## config.mk

```make
export PLATFORM = sky130hd
export DESIGN_NAME = arith_pattern_gen
export DESIGN_NICKNAME = d
export VERILOG_FILES = /design/src/rtl/tpg_pkg.sv /design/src/rtl/tpg_sequencer.sv /design/src/rtl/tpg_pair_decoder.sv /design/src/rtl/tpg_word_expand.sv /design/src/rtl/arith_pattern_gen.sv
export SDC_FILE = /design/constraint.sdc
export NUM_CORES = 1
export LEC_CHECK = 0
export BUFFER_PORTS_ARGS = -buffer_cell sky130_fd_sc_hd__buf_2
export CORE_MARGIN = 3
export CORE_UTILIZATION = 38
export CTS_CLUSTER_DIAMETER = 150
export CTS_CLUSTER_SIZE = 30
export DETAILED_ROUTE_END_ITERATION = 10
export PLACE_DENSITY_LB_ADDON = 0.15
export SYNTH_ARGS = -nofsm -noshare
export SYNTH_HDL_FRONTEND = slang
export SYNTH_SLANG_ARGS = --single-unit
```

## constraint.sdc

```tcl
create_clock -name clk -period 1.9 [get_ports clk]
set_clock_uncertainty 0.05 [all_clocks]
set_input_delay 0.38 -clock clk [delete_from_list [all_inputs] [get_ports clk]]
set_output_delay 0.38 -clock clk [all_outputs]
set_load 0.01 [all_outputs]
```

## src/rtl/tpg_pkg.sv

```systemverilog
package tpg_pkg;
   localparam int unsigned GRP_W  = 2;
   localparam int unsigned STEP_W = 2;
   localparam int unsigned IDX_W  = GRP_W + STEP_W;

   typedef enum logic [1:0] {
      W_ZERO   = 2'd0,
      W_ONE    = 2'd1,
      W_ALT_LO = 2'd2,
      W_ALT_HI = 2'd3
   } word_sel_e;

   typedef enum logic [1:0] {
      S_IDLE = 2'd0,
      S_RUN  = 2'd1,
      S_TAIL = 2'd2,
      S_DONE = 2'd3
   } seq_state_e;
endpackage

```

## src/rtl/tpg_sequencer.sv

```systemverilog
module tpg_sequencer
   import tpg_pkg::*;
(
   input  logic              clk,
   input  logic              rst_n,
   input  logic              start_i,
   input  logic              enable_i,
   output logic              emit_o,
   output logic              tail_o,
   output logic [GRP_W-1:0]  grp_o,
   output logic [STEP_W-1:0] step_o
);
   localparam logic [GRP_W-1:0]  GRP_LAST  = '1;
   localparam logic [STEP_W-1:0] STEP_LAST = '1;

   seq_state_e       state_q;
   logic [GRP_W-1:0]  grp_q;
   logic [STEP_W-1:0] step_q;

   always_ff @(posedge clk or negedge rst_n) begin
      if (!rst_n) begin
         state_q <= S_IDLE;
         grp_q   <= '0;
         step_q  <= '0;
      end else if (start_i) begin
         state_q <= S_RUN;
         grp_q   <= '0;
         step_q  <= '0;
      end else begin
         unique case (state_q)
            S_RUN: begin
               if (enable_i) begin
                  step_q <= step_q + 1'b1;
                  if (step_q == STEP_LAST) begin
                     grp_q <= grp_q + 1'b1;
                     if (grp_q == GRP_LAST) state_q <= S_TAIL;
                  end
               end
            end
            S_TAIL:  state_q <= S_DONE;
            default: state_q <= state_q;
         endcase
      end
   end

   assign emit_o = (state_q == S_RUN) && enable_i && !start_i;
   assign tail_o = (state_q == S_TAIL) && !start_i;
   assign grp_o  = grp_q;
   assign step_o = step_q;
endmodule

```

## src/rtl/tpg_pair_decoder.sv

```systemverilog
module tpg_pair_decoder
   import tpg_pkg::*;
(
   input  logic [GRP_W-1:0]  grp_i,
   input  logic [STEP_W-1:0] step_i,
   output word_sel_e         sel_a_o,
   output word_sel_e         sel_b_o
);
   word_sel_e alt;

   always_comb begin
      alt     = grp_i[0] ? W_ALT_HI : W_ALT_LO;
      sel_a_o = W_ZERO;
      sel_b_o = W_ZERO;
      unique case (grp_i)
         2'd0: begin
            sel_a_o = step_i[1] ? W_ONE : W_ZERO;
            sel_b_o = step_i[0] ? W_ONE : W_ZERO;
         end
         2'd1: begin
            sel_a_o = step_i[0] ? W_ALT_HI : W_ALT_LO;
            sel_b_o = (step_i[0] ^ step_i[1]) ? W_ALT_HI : W_ALT_LO;
         end
         default: begin
            if (step_i[1]) begin
               sel_a_o = step_i[0] ? W_ZERO : W_ONE;
               sel_b_o = alt;
            end else begin
               sel_a_o = alt;
               sel_b_o = step_i[0] ? W_ONE : W_ZERO;
            end
         end
      endcase
   end
endmodule

```

## src/rtl/tpg_word_expand.sv

```systemverilog
module tpg_word_expand
   import tpg_pkg::*;
#(
   parameter int unsigned OPW = 8
) (
   input  word_sel_e      sel_i,
   output logic [OPW-1:0] word_o
);
   logic is_one, is_lo, is_hi;
   assign is_one = (sel_i == W_ONE);
   assign is_lo  = (sel_i == W_ALT_LO);
   assign is_hi  = (sel_i == W_ALT_HI);

   for (genvar i = 0; i < OPW; i++) begin : g_bit
      if (i % 2 == 0) begin : g_even
         assign word_o[i] = is_one | is_lo;
      end else begin : g_odd
         assign word_o[i] = is_one | is_hi;
      end
   end
endmodule

```

## src/rtl/arith_pattern_gen.sv

```systemverilog
module arith_pattern_gen
   import tpg_pkg::*;
#(
   parameter int unsigned OPW = 8
) (
   input  logic             clk,
   input  logic             rst_n,
   input  logic             start_i,
   input  logic             enable_i,
   output logic [OPW-1:0]   op_a_o,
   output logic [OPW-1:0]   op_b_o,
   output logic             valid_o,
   output logic [IDX_W-1:0] index_o,
   output logic             done_o
);
   localparam int unsigned NUM_OPS = 2;

   if (OPW < 4 || (OPW % 2) != 0) begin : g_bad_width
      $error("arith_pattern_gen: OPW must be even and at least 4");
   end

   logic              emit, tail;
   logic [GRP_W-1:0]  grp;
   logic [STEP_W-1:0] step;
   word_sel_e         sel [NUM_OPS];
   logic [OPW-1:0]    word [NUM_OPS];

   tpg_sequencer u_seq (
      .clk      (clk),
      .rst_n    (rst_n),
      .start_i  (start_i),
      .enable_i (enable_i),
      .emit_o   (emit),
      .tail_o   (tail),
      .grp_o    (grp),
      .step_o   (step)
   );

   tpg_pair_decoder u_dec (
      .grp_i   (grp),
      .step_i  (step),
      .sel_a_o (sel[0]),
      .sel_b_o (sel[1])
   );

   for (genvar k = 0; k < NUM_OPS; k++) begin : g_op
      tpg_word_expand #(.OPW(OPW)) u_exp (
         .sel_i  (sel[k]),
         .word_o (word[k])
      );
   end

   always_ff @(posedge clk or negedge rst_n) begin
      if (!rst_n) begin
         op_a_o  <= '0;
         op_b_o  <= '0;
         index_o <= '0;
         valid_o <= 1'b0;
         done_o  <= 1'b0;
      end else if (start_i) begin
         op_a_o  <= '0;
         op_b_o  <= '0;
         index_o <= '0;
         valid_o <= 1'b0;
         done_o  <= 1'b0;
      end else if (emit) begin
         op_a_o  <= word[0];
         op_b_o  <= word[1];
         index_o <= {grp, step};
         valid_o <= 1'b1;
      end else if (tail) begin
         op_a_o  <= '0;
         op_b_o  <= '0;
         valid_o <= 1'b0;
         done_o  <= 1'b1;
      end else begin
         valid_o <= 1'b0;
      end
   end
endmodule

```

=== Word-level counts from Yosys, hierarchy flattened ===
Cells that the tools add are included.

* $add $sub $neg: 2
* Eq/ne operators: 15
* Muxes and demuxes: 34
* Bitwise logic cells: 5
* Reductions and logical operators: 16

{| class="wikitable"
|+ Operators with widths
! cell !! count
|-
| $mux 8 || 5
|-
| $mux 2 || 13
|-
| $eq 2x2->1 const B || 7
|-
| $pmux 2 s2 || 3
|-
| $mux 1 || 11
|-
| $reduce_bool 2->1 || 5
|-
| $eq 2x1->1 const B || 4
|-
| $mux 4 || 2
|-
| $ne 3x2->1 const B || 2
|-
| $reduce_bool 3->1 || 2
|-
| $add 2x1->2 const B || 2
|-
| $or 1x1->1 || 4
|-
| $reduce_and 2->1 || 2
|-
| $reduce_and 4->1 || 1
|-
| $logic_and 1x1->1 || 3
|-
| $ne 3x3->1 const B || 1
|-
| $reduce_and 3->1 || 1
|-
| $logic_not 2->1 || 1
|-
| $ne 2x2->1 const B || 1
|-
| $logic_not 1->1 || 1
|-
| $xor 1x1->1 || 1
|}

* Flip-flop bits (word level): 28
* Bits of input ports: 4
* Output and inout port bits: 22

=== Depth between registers and ports, before layout ===
Gate-level depths: netlist of run 1.

* Depth after elaboration: 7
* Gate-level depth with buffers: 6
* Depth with buffers taken out: 6

=== Modules after synthesis ===
From an unflattened synthesis of run 1, not the netlist that was laid out.

* Cells, all modules: 117
* Area total of the unflattened synthesis: 1421.4 um^2

{| class="wikitable"
|+ By module, submodules not included
! module !! instances !! cells an instance !! area each (um^2) !! sequential area each (um^2)
|-
| arith_pattern_gen || 1 || 57 || 842.1 || 550.5
|-
| tpg_sequencer || 1 || 29 || 342.8 || 150.1
|-
| tpg_word_expand || 2 || 11 || 83.8 || 0.0
|-
| tpg_pair_decoder || 1 || 9 || 68.8 || 0.0
|}

=== Worst setup path before layout of run 1 ===
No wires, ideal clock.

* Path type: reg2reg
* Start: register u_seq.grp_q[0], in the netlist u_seq.grp_o[0]
* End: register op_a_o[5]
* Setup time: 0.118 ns
* Arrival: 1.345 ns
* Required time: 1.732 ns
* Setup slack: 0.386 ns
* Stages on the path, launching flop included: 7
* Buffers on the path: 0
* Clock period less this slack: 1.514 ns
* Cells stage by stage: dfrtp_1 inv_1 ha_1 a22o_1 a211oi_2 o21ai_0 and2b_1

* Word-level cells in the longest chain between the ends: 7
* Elaborated cells between the ends (all ways): 10
* Those cells by class: 3 x eq/ne; 5 x mux; 1 x bitwise; 1 x reduce/logical

{| class="wikitable"
|+ RTL lines
! element !! line !! text
|-
| start: declaration || tpg_sequencer.sv:17 || <nowiki>logic [GRP_W-1:0] grp_q;</nowiki>
|-
| start signal: assignment || tpg_sequencer.sv:35 || <nowiki>grp_q <= grp_q + 1'b1;</nowiki>
|-
| $mux 1 || tpg_pair_decoder.sv:12 || <nowiki>alt = grp_i[0] ? W_ALT_HI : W_ALT_LO;</nowiki>
|-
| $mux 2 || tpg_pair_decoder.sv:25 || <nowiki>if (step_i[1]) begin</nowiki>
|-
| $pmux 2 s2 (*) || tpg_pair_decoder.sv:15 || <nowiki>unique case (grp_i)</nowiki>
|-
| $eq 2x1->1 or $eq 2x2->1 (tied branches) || tpg_word_expand.sv:10, tpg_word_expand.sv:12 ||
|-
| $or 1x1->1 (*) || tpg_word_expand.sv:18 || <nowiki>assign word_o[i] = is_one | is_hi;</nowiki>
|-
| $mux 8 (*) || arith_pattern_gen.sv:66 || <nowiki>end else if (emit) begin</nowiki>
|-
| $mux 8 (*) || arith_pattern_gen.sv:60 || <nowiki>end else if (start_i) begin</nowiki>
|-
| end signal: assignment || arith_pattern_gen.sv:67 || <nowiki>op_a_o <= word[0];</nowiki>
|-
| end: declaration || arith_pattern_gen.sv:10 || <nowiki>output logic [OPW-1:0] op_a_o,</nowiki>
|}

Every way passes the cells marked *; elsewhere a longest branch is shown, timed or not.
A chain may end at the register's enable or synchronous reset.

=== Final worst setup path of run 1 ===
* Start: register u_seq.grp_q[0], in the netlist u_seq.grp_o[0]
* End: register op_b_o[5]

* Word-level cells in the longest chain between the ends: 7
* Elaborated cells between the ends (all ways): 10
* Those cells by class: 3 x eq/ne; 5 x mux; 1 x bitwise; 1 x reduce/logical

{| class="wikitable"
|+ RTL lines
! element !! line !! text
|-
| $mux 1 || tpg_pair_decoder.sv:12 ||
|-
| $mux 2 || tpg_pair_decoder.sv:25 ||
|-
| $pmux 2 s2 (*) || tpg_pair_decoder.sv:15 ||
|-
| $eq 2x1->1 or $eq 2x2->1 (tied branches) || tpg_word_expand.sv:10, tpg_word_expand.sv:12 ||
|-
| $or 1x1->1 (*) || tpg_word_expand.sv:18 ||
|-
| $mux 8 (*) || arith_pattern_gen.sv:66 ||
|-
| $mux 8 (*) || arith_pattern_gen.sv:60 ||
|-
| end signal: assignment || arith_pattern_gen.sv:68 || <nowiki>op_b_o <= word[1];</nowiki>
|-
| end: declaration || arith_pattern_gen.sv:11 || <nowiki>output logic [OPW-1:0] op_b_o,</nowiki>
|}

Marks and branches as above.

==> summary.md, run 1 <==
| Metric | Value |
|---|---|
| Outcome | `complete, no violations` |
| CTS sink cnt | `16` |
| Row cnt | `17` |
| VDD IR-drop max | `0.000309 V` |
| Placed Cells | `around 140` |
| Clk slew on worst S/H paths | `~0.1 ns` |
| Fmax | `roughly 590 MHz` |
| Max Slew Vio Count | `0` |
| Share of cells above drive strength 1 | `0.274` |
| Final setup fails | `0` |
| Unique masters post-synth | `26` |
| Syn_area_per_cell | `about 9 sq um` |
| Pwr Total | `roughly 0.0007 W` |
| CTS tree | `yes` |
| Vias per cell | `4.83` |
| Starting Density | `0.403` |
| Area Overhead vs Synth | `11.4%` |
| Global-route wire length before repair | `2520 um` |
| Core area | `0.00223 sq mm` |
| Total gr overflow | `0` |
| Data arrival, critical path | `1.82 ns` |
| Measured slew at the worst slew-check pin | `between 0.3 and 0.4 ns` |
| DIE WIDTH | `54.7 um` |
| Fin crit share | `0.893` |
| Flops & latches, synth | `16` |
| Post-Syn Area | `901 sq um` |
| N_diodes | `0` |
| Sequential Area | `between 400 and 500 sq um` |
| Clock Root Buffer | `clkbuf_4` |
| Synthesis warning total | `0` |
| Synth Net Count | `approximately 110` |
| Drt wl/cell | `~12 um` |
| Multi-input logic area | `~380 sq um` |
| RSZ-0062 raised after global routing | `false` |
| Number of max-cap violations | `0` |
| TritonCTS buffer count | `3` |
| Worst skew pair latency | `0.28 ns` |
| Critical R2R Launch | `u_seq.grp_o[0]` |
| Post-CTS sizing | `0` |
| Hold_sp | `enable_i` |
| WP data required | `approximately 2.0 ns` |
| Routed wire length | `roughly 1600 um` |
| Drt drc | `0` |
| Largest net degree at the start of global routing | `17` |
| CP endpoint kind | `flip-flop` |
| I/O pins | `26` |
| H-tree depth | `1` |
| Setup_tns | `0 ns` |
| CP Launch Point | `u_seq.grp_o[0]` |
| Final hold vios | `0` |
| Final #Nets | `about 120` |
| Setup Slack @ Placement | `~0.22 ns` |
| Pwr Density | `around 700 mW/mm^2` |
| Cell count after synthesis | `98` |
| Tmin final | `around 1.7 ns` |
| Die ar. | `between 0.002 and 0.003 sq mm` |
| Vias in the first global route | `556` |
| IO buf count | `25` |
| Post-Layout Cell Count | `between 100 and 150` |
| Static leakage | `between 0.5 and 0.6 nW` |
| Sequential area share after synthesis | `0.444` |
| Slew headroom | `0.761` |
| CP Max Fanout | `7` |
| Initial antenna violation count | `0` |
| Worst Slack Setup Final | `0.203 ns` |
| TritonRoute pass-1 iters | `4` |
| Final instance area | `around 0.001 sq mm` |
| CP startpoint kind | `flip-flop` |
| Worst min-delay path class | `input pin to flip-flop` |
| Dpl cell area | `roughly 960 sq um` |
| Setup slack, reg-to-reg | `0.20 ns` |
| Via count | `681` |
| Max clock buf depth | `2` |
| DRT antenna net count | `0` |
| Worst setup path class | `flip-flop to flip-flop` |
| # fillers | `between 200 and 250` |
| Placer Congestion | `around 0.80` |
| Dpl hpwl | `approximately 1200 um` |
| Die height | `between 50 and 60 um` |
| Iteration-0 DRC Markers | `8` |
| Global-route usage over all layers | `0.118` |
kinds of logic after synthesis:
group                      after synthesis  synth area share
DFF                                     16             0.444
xor gates and xnor gates                 4            0.0389
and+or+nand+nor                         38             0.204
AOI/OAI and AO/OA                       17             0.125
adders and majority gates                4            0.0556
buffers and inverters                   19             0.132
synth_stat cells:
library cell | number | area [sq um]
xnor2_1 | 4 | 35.0
dfrtp_1 | 16 | 400
nor4b_1 | 1 | 8.76
a221oi_2 | 1 | 15.0
nor4bb_1 | 1 | 10.0
inv_1 | 4 | 15.0
nand3_1 | 5 | 25.0
and3b_1 | 1 | 8.76
clkbuf_1 | 1 | 3.75
a211oi_2 | 1 | 12.5
nor3_1 | 1 | 5.00
buf_4 | 12 | 90.1
nand2_1 | 16 | 60.1
a22o_1 | 1 | 8.76
o21ai_0 | 2 | 10.0
nor2b_1 | 3 | 18.8
ha_1 | 4 | 50.1
nand2b_1 | 1 | 6.26
o21bai_1 | 1 | 7.51
o21ai_1 | 2 | 10.0
and2b_1 | 1 | 7.51
buf_2 | 2 | 10.0
nand3b_1 | 1 | 7.51
a21oi_1 | 8 | 40.0
a41oi_1 | 1 | 8.76
nor2_1 | 7 | 26.3
final cells by class:
type | instances | share of cell area
inverter | 4 | 0.0150
sequential | 16 | 0.399
multi-input combinational | 63 | 0.380
timing repair buffer | 26 | 0.135
clock buffer | 4 | 0.0362
tap | 28 | 0.0349
worst paths after layout:
path,to,cells after the start
max,op_b_o[5],6
min,u_seq.state_q[0],4
max reg2reg,op_b_o[5],6
min in group asynchronous,index_o[1],2
min reg2reg,done_o,2
max in group asynchronous,index_o[2],2
state kept, by name, indices dropped and copies added (netlist names):
register       flops
done_o             1
valid_o            1
op_a_o             2
u_seq.step_o       2
op_b_o             2
u_seq.grp_o        2
index_o            4
u_seq.state_q      2
what timing repair did:
item | in CTS | in global routing
hold buffers | 1 | 0
setup buffers | 0 | 0
hold endpoints to repair | 16 | 0
power by group:
part / total, W / switching, W / internal (W)
registers: 0.000369 / 0.0000162 / 0.000353
clock network: 0.000225 / 0.000108 / 0.000116
logic: 0.000105 / 0.0000603 / 0.0000448
worst max-delay path, stage by stage (launching register included):
cell	delay [ns]
dfrtp_1	0.46
inv_1	0.10
ha_1	0.25
o21bai_1	0.17
a221oi_2	0.30
o21ai_0	0.12
nor2b_1	0.13
placed cells by master, fill, tap and decap left out, drive strengths merged:
cell / n
xnor2: 4
nand3: 5
nand2b: 1
buf: 25
clkbuf: 4
and2b: 1
dfrtp: 16
nor3: 1
inv: 4
nor4bb: 1
a21oi: 8
dlygate4sd3: 1
a22o: 1
a221oi: 1
nor2b: 3
and3b: 1
ha: 4
nand2: 16
nor2: 7
a41oi: 1
nor4b: 1
o21bai: 1
a211oi: 1
o21ai: 4
nand3b: 1
metrics by stage:
step / hold WS, ns / utilization
final: 0.365 / 0.449
after global routing: 0.389 / 0.449
after CTS: 0.357 / 0.449
after detailed placement: 0.263 / 0.429
after global placement: 0.264 / 0.429
after floorplan: 0.0344 / -
metal layers:
layer  track usage  up-vias  share of wire
met5             0        -              0
met1         0.149      315           0.45
met2         0.193       20           0.48
li1              -      344              -
met4        0.0498        0         0.0099
met3        0.0245        2          0.066
Note: power is estimated with default switching activity, not from simulation.
==> inputs of run 2 (changes only) <==
Settings changed: CELL_PAD_IN_SITES_DETAIL_PLACEMENT set to 0, CELL_PAD_IN_SITES_GLOBAL_PLACEMENT set to 1, CORE_UTILIZATION 38 to 37.
==> summary.md, run 2 (synthesized netlist as in run 1, its figures left out) <==
| Metric | Value |
|---|---|
| Post-CTS sizing | `0 (unchanged)` |
| Tmin final | `1.71 ns (was 1.70 ns)` |
| TritonCTS buffer count | `3 (unchanged)` |
| IO buf count | `25 (unchanged)` |
| Biggest register | `index_o (unchanged)` |
| R2R Path End | `op_a_o[6] (was op_b_o[5])` |
| Slew headroom | `0.748 (was 0.761)` |
| Worst setup path class | `flip-flop to flip-flop (unchanged)` |
| Initial antenna violation count | `0 (unchanged)` |
| DRT antenna net count | `0 (unchanged)` |
| Fin crit share | `0.902 (was 0.893)` |
| Drt wl/cell | `11.9 um (was 11.5 um)` |
| Final hold vios | `0 (unchanged)` |
| Vias per cell | `4.99 (was 4.83)` |
| CP startpoint kind | `flip-flop (unchanged)` |
| TritonRoute pass-1 iters | `4 (unchanged)` |
| Routed met2 length | `718 um (was 772 um)` |
| Fmax | `583 MHz (was 589 MHz)` |
| H-tree depth | `1 (unchanged)` |
| Outcome | `complete, no violations (unchanged)` |
| Largest register FFs | `4 (unchanged)` |
| Worst setup endpoint | `op_a_o[6] (was op_b_o[5])` |
| Commonest cells after routing, fill and taps aside | `25 x buf_2, 16 x nand2_1, 16 x dfrtp_1, 8 x a21oi_1, 7 x nor2_1 (unchanged)` |
| Data arrival, critical path | `1.85 ns (was 1.82 ns)` |
| I/O pins | `26 (unchanged)` |
| Max clock buf depth | `2 (unchanged)` |
| DIE WIDTH | `55.3 um (was 54.7 um)` |
| Share of cells above drive strength 1 | `0.281 (was 0.274)` |
| Uppermost routed layer | `met4 (unchanged)` |
| Final instance area | `0.00101 sq mm (was 0.00100 sq mm)` |
| Die height | `55.3 um (was 54.7 um)` |
| Setup slack, reg-to-reg | `0.19 ns (was 0.20 ns)` |
| VDD IR-drop max | `0.000342 V (was 0.000309 V)` |
| Worst skew pair latency | `0.29 ns (was 0.28 ns)` |
| Global-route usage over all layers | `0.114 (was 0.118)` |
| CTS sink cnt | `16 (unchanged)` |
| Dpl cell area | `965 sq um (was 957 sq um)` |
| Hold_ws | `0.367 ns (was 0.365 ns)` |
| RSZ-0062 raised after global routing | `false (unchanged)` |
| Number of max-cap violations | `0 (unchanged)` |
| Measured slew at the worst slew-check pin | `0.378 ns (was 0.358 ns)` |
| Area Overhead vs Synth | `12.2% (was 11.4%)` |
| Clock Root Buffer | `clkbuf_4 (unchanged)` |
| Die ar. | `0.00306 sq mm (was 0.00299 sq mm)` |
| Worst min-delay path class | `input pin to flip-flop (unchanged)` |
| Routed wire length | `1690 um (was 1620 um)` |
| Most common cell after layout, fill and taps aside | `buf_2 (unchanged)` |
| Worst r2r path cells | `6 (unchanged)` |
| CP endpoint kind | `flip-flop (unchanged)` |
| CP Launch Point | `u_seq.grp_o[0] (unchanged)` |
| N_diodes | `0 (unchanged)` |
| Dpl hpwl | `1250 um (was 1220 um)` |
| Placer Congestion | `0.748 (was 0.804)` |
| Setup_tns | `0 ns (unchanged)` |
| CTS tree | `yes (unchanged)` |
| Iteration-0 DRC Markers | `7 (was 8)` |
| Core area | `0.00225 sq mm (was 0.00223 sq mm)` |
| WP data required | `2.03 ns (was 2.02 ns)` |
| CP Max Fanout | `7 (unchanged)` |
| # fillers | `242 (was 227)` |
| Clk slew on worst S/H paths | `0.10 ns (about the same)` |
| Final setup fails | `0 (unchanged)` |
| Static leakage | `0.519 nW (was 0.514 nW)` |
| Met1 WL | `857 um (was 724 um)` |
| Largest net degree at the start of global routing | `17 (unchanged)` |
| Pwr Density | `702 mW/mm^2 (was 696 mW/mm^2)` |
| Starting Density | `0.400 (was 0.403)` |
| Max Slew Vio Count | `0 (unchanged)` |
| Vias in the first global route | `611 (was 556)` |
| Via count | `709 (was 681)` |
| Final #Nets | `123 (was 122)` |
| Drt drc | `0 (unchanged)` |
| Critical R2R Launch | `u_seq.grp_o[0] (unchanged)` |
| Row cnt | `17 (unchanged)` |
| Total gr overflow | `0 (unchanged)` |
| Global-route wire length before repair | `2790 um (was 2520 um)` |
| WL met3 | `93 um (was 107 um)` |
-- run 2: changes by cell type in the layout (fill, tap and decap cells not counted) --
cell and change:
buf_4 +1
-- run 2: final cells by class --
type / instances / area [sq um] / share of cell area
inverter: 4 / 15.0 / 0.0149
tap: 28 / 35.0 / 0.0347
sequential: 16 / 400 / 0.396
multi-input combinational: 63 / 382 / 0.377
clock buffer: 4 / 36.3 / 0.0359
timing repair buffer: 27 / 143 / 0.141
-- run 2: critical path: stages (launching register included) --
cell	delay, ns
dfrtp_1	0.48
inv_1	0.11
ha_1	0.25
nor4b_1	0.37
a211oi_2	0.10
xnor2_1	0.18
o21ai_1	0.07
-- run 2: per-stage QoR --
stage          std cells  setup slack, ns  power, W   util
2_1_floorplan         98            0.386  0.000459      -
3_3_place_gp         137            0.196  0.000483  0.428
3_5_place_dp         137            0.214  0.000484  0.428
4_1_cts              142            0.196  0.000716  0.448
5_1_grt              142           0.0163  0.000741  0.448
6_report             142            0.186  0.000709  0.448
-- run 2: what timing repair did --
| action | 4_1_cts | 5_1_grt |
|---|---|---|
| hold endpoints to repair | 16 | 0 |
| hold buffers | 1 | 0 |
| buffers inserted | 0 | 0 |
-- run 2: where the power goes --
group | total, W | internal (W) | switching [W]
registers | 0.000365 | 0.000353 | 0.0000125
logic | 0.000111 | 0.0000468 | 0.0000638
clock network | 0.000233 | 0.000117 | 0.000117
total | 0.000709 | 0.000516 | 0.000193
-- run 2: worst min path at each step --
stage,startpoint,end,slack [ns],cells past startpoint
6_report,enable_i,u_seq.state_q[0],0.37,4
5_1_grt,enable_i,u_seq.state_q[0],0.38,4
4_1_cts,enable_i,u_seq.state_q[0],0.36,4
3_5_place_dp,rst_n,index_o[3],0.28,1
3_3_place_gp,rst_n,index_o[1],0.27,1
2_1_floorplan,rst_n,done_o,0.03,0
-- run 2: routing by layer --
metal	up-vias	track usage
li1	349	-
met1	334	0.158
met2	22	0.172
met3	4	0.0280
met4	0	0.0417
met5	-	0
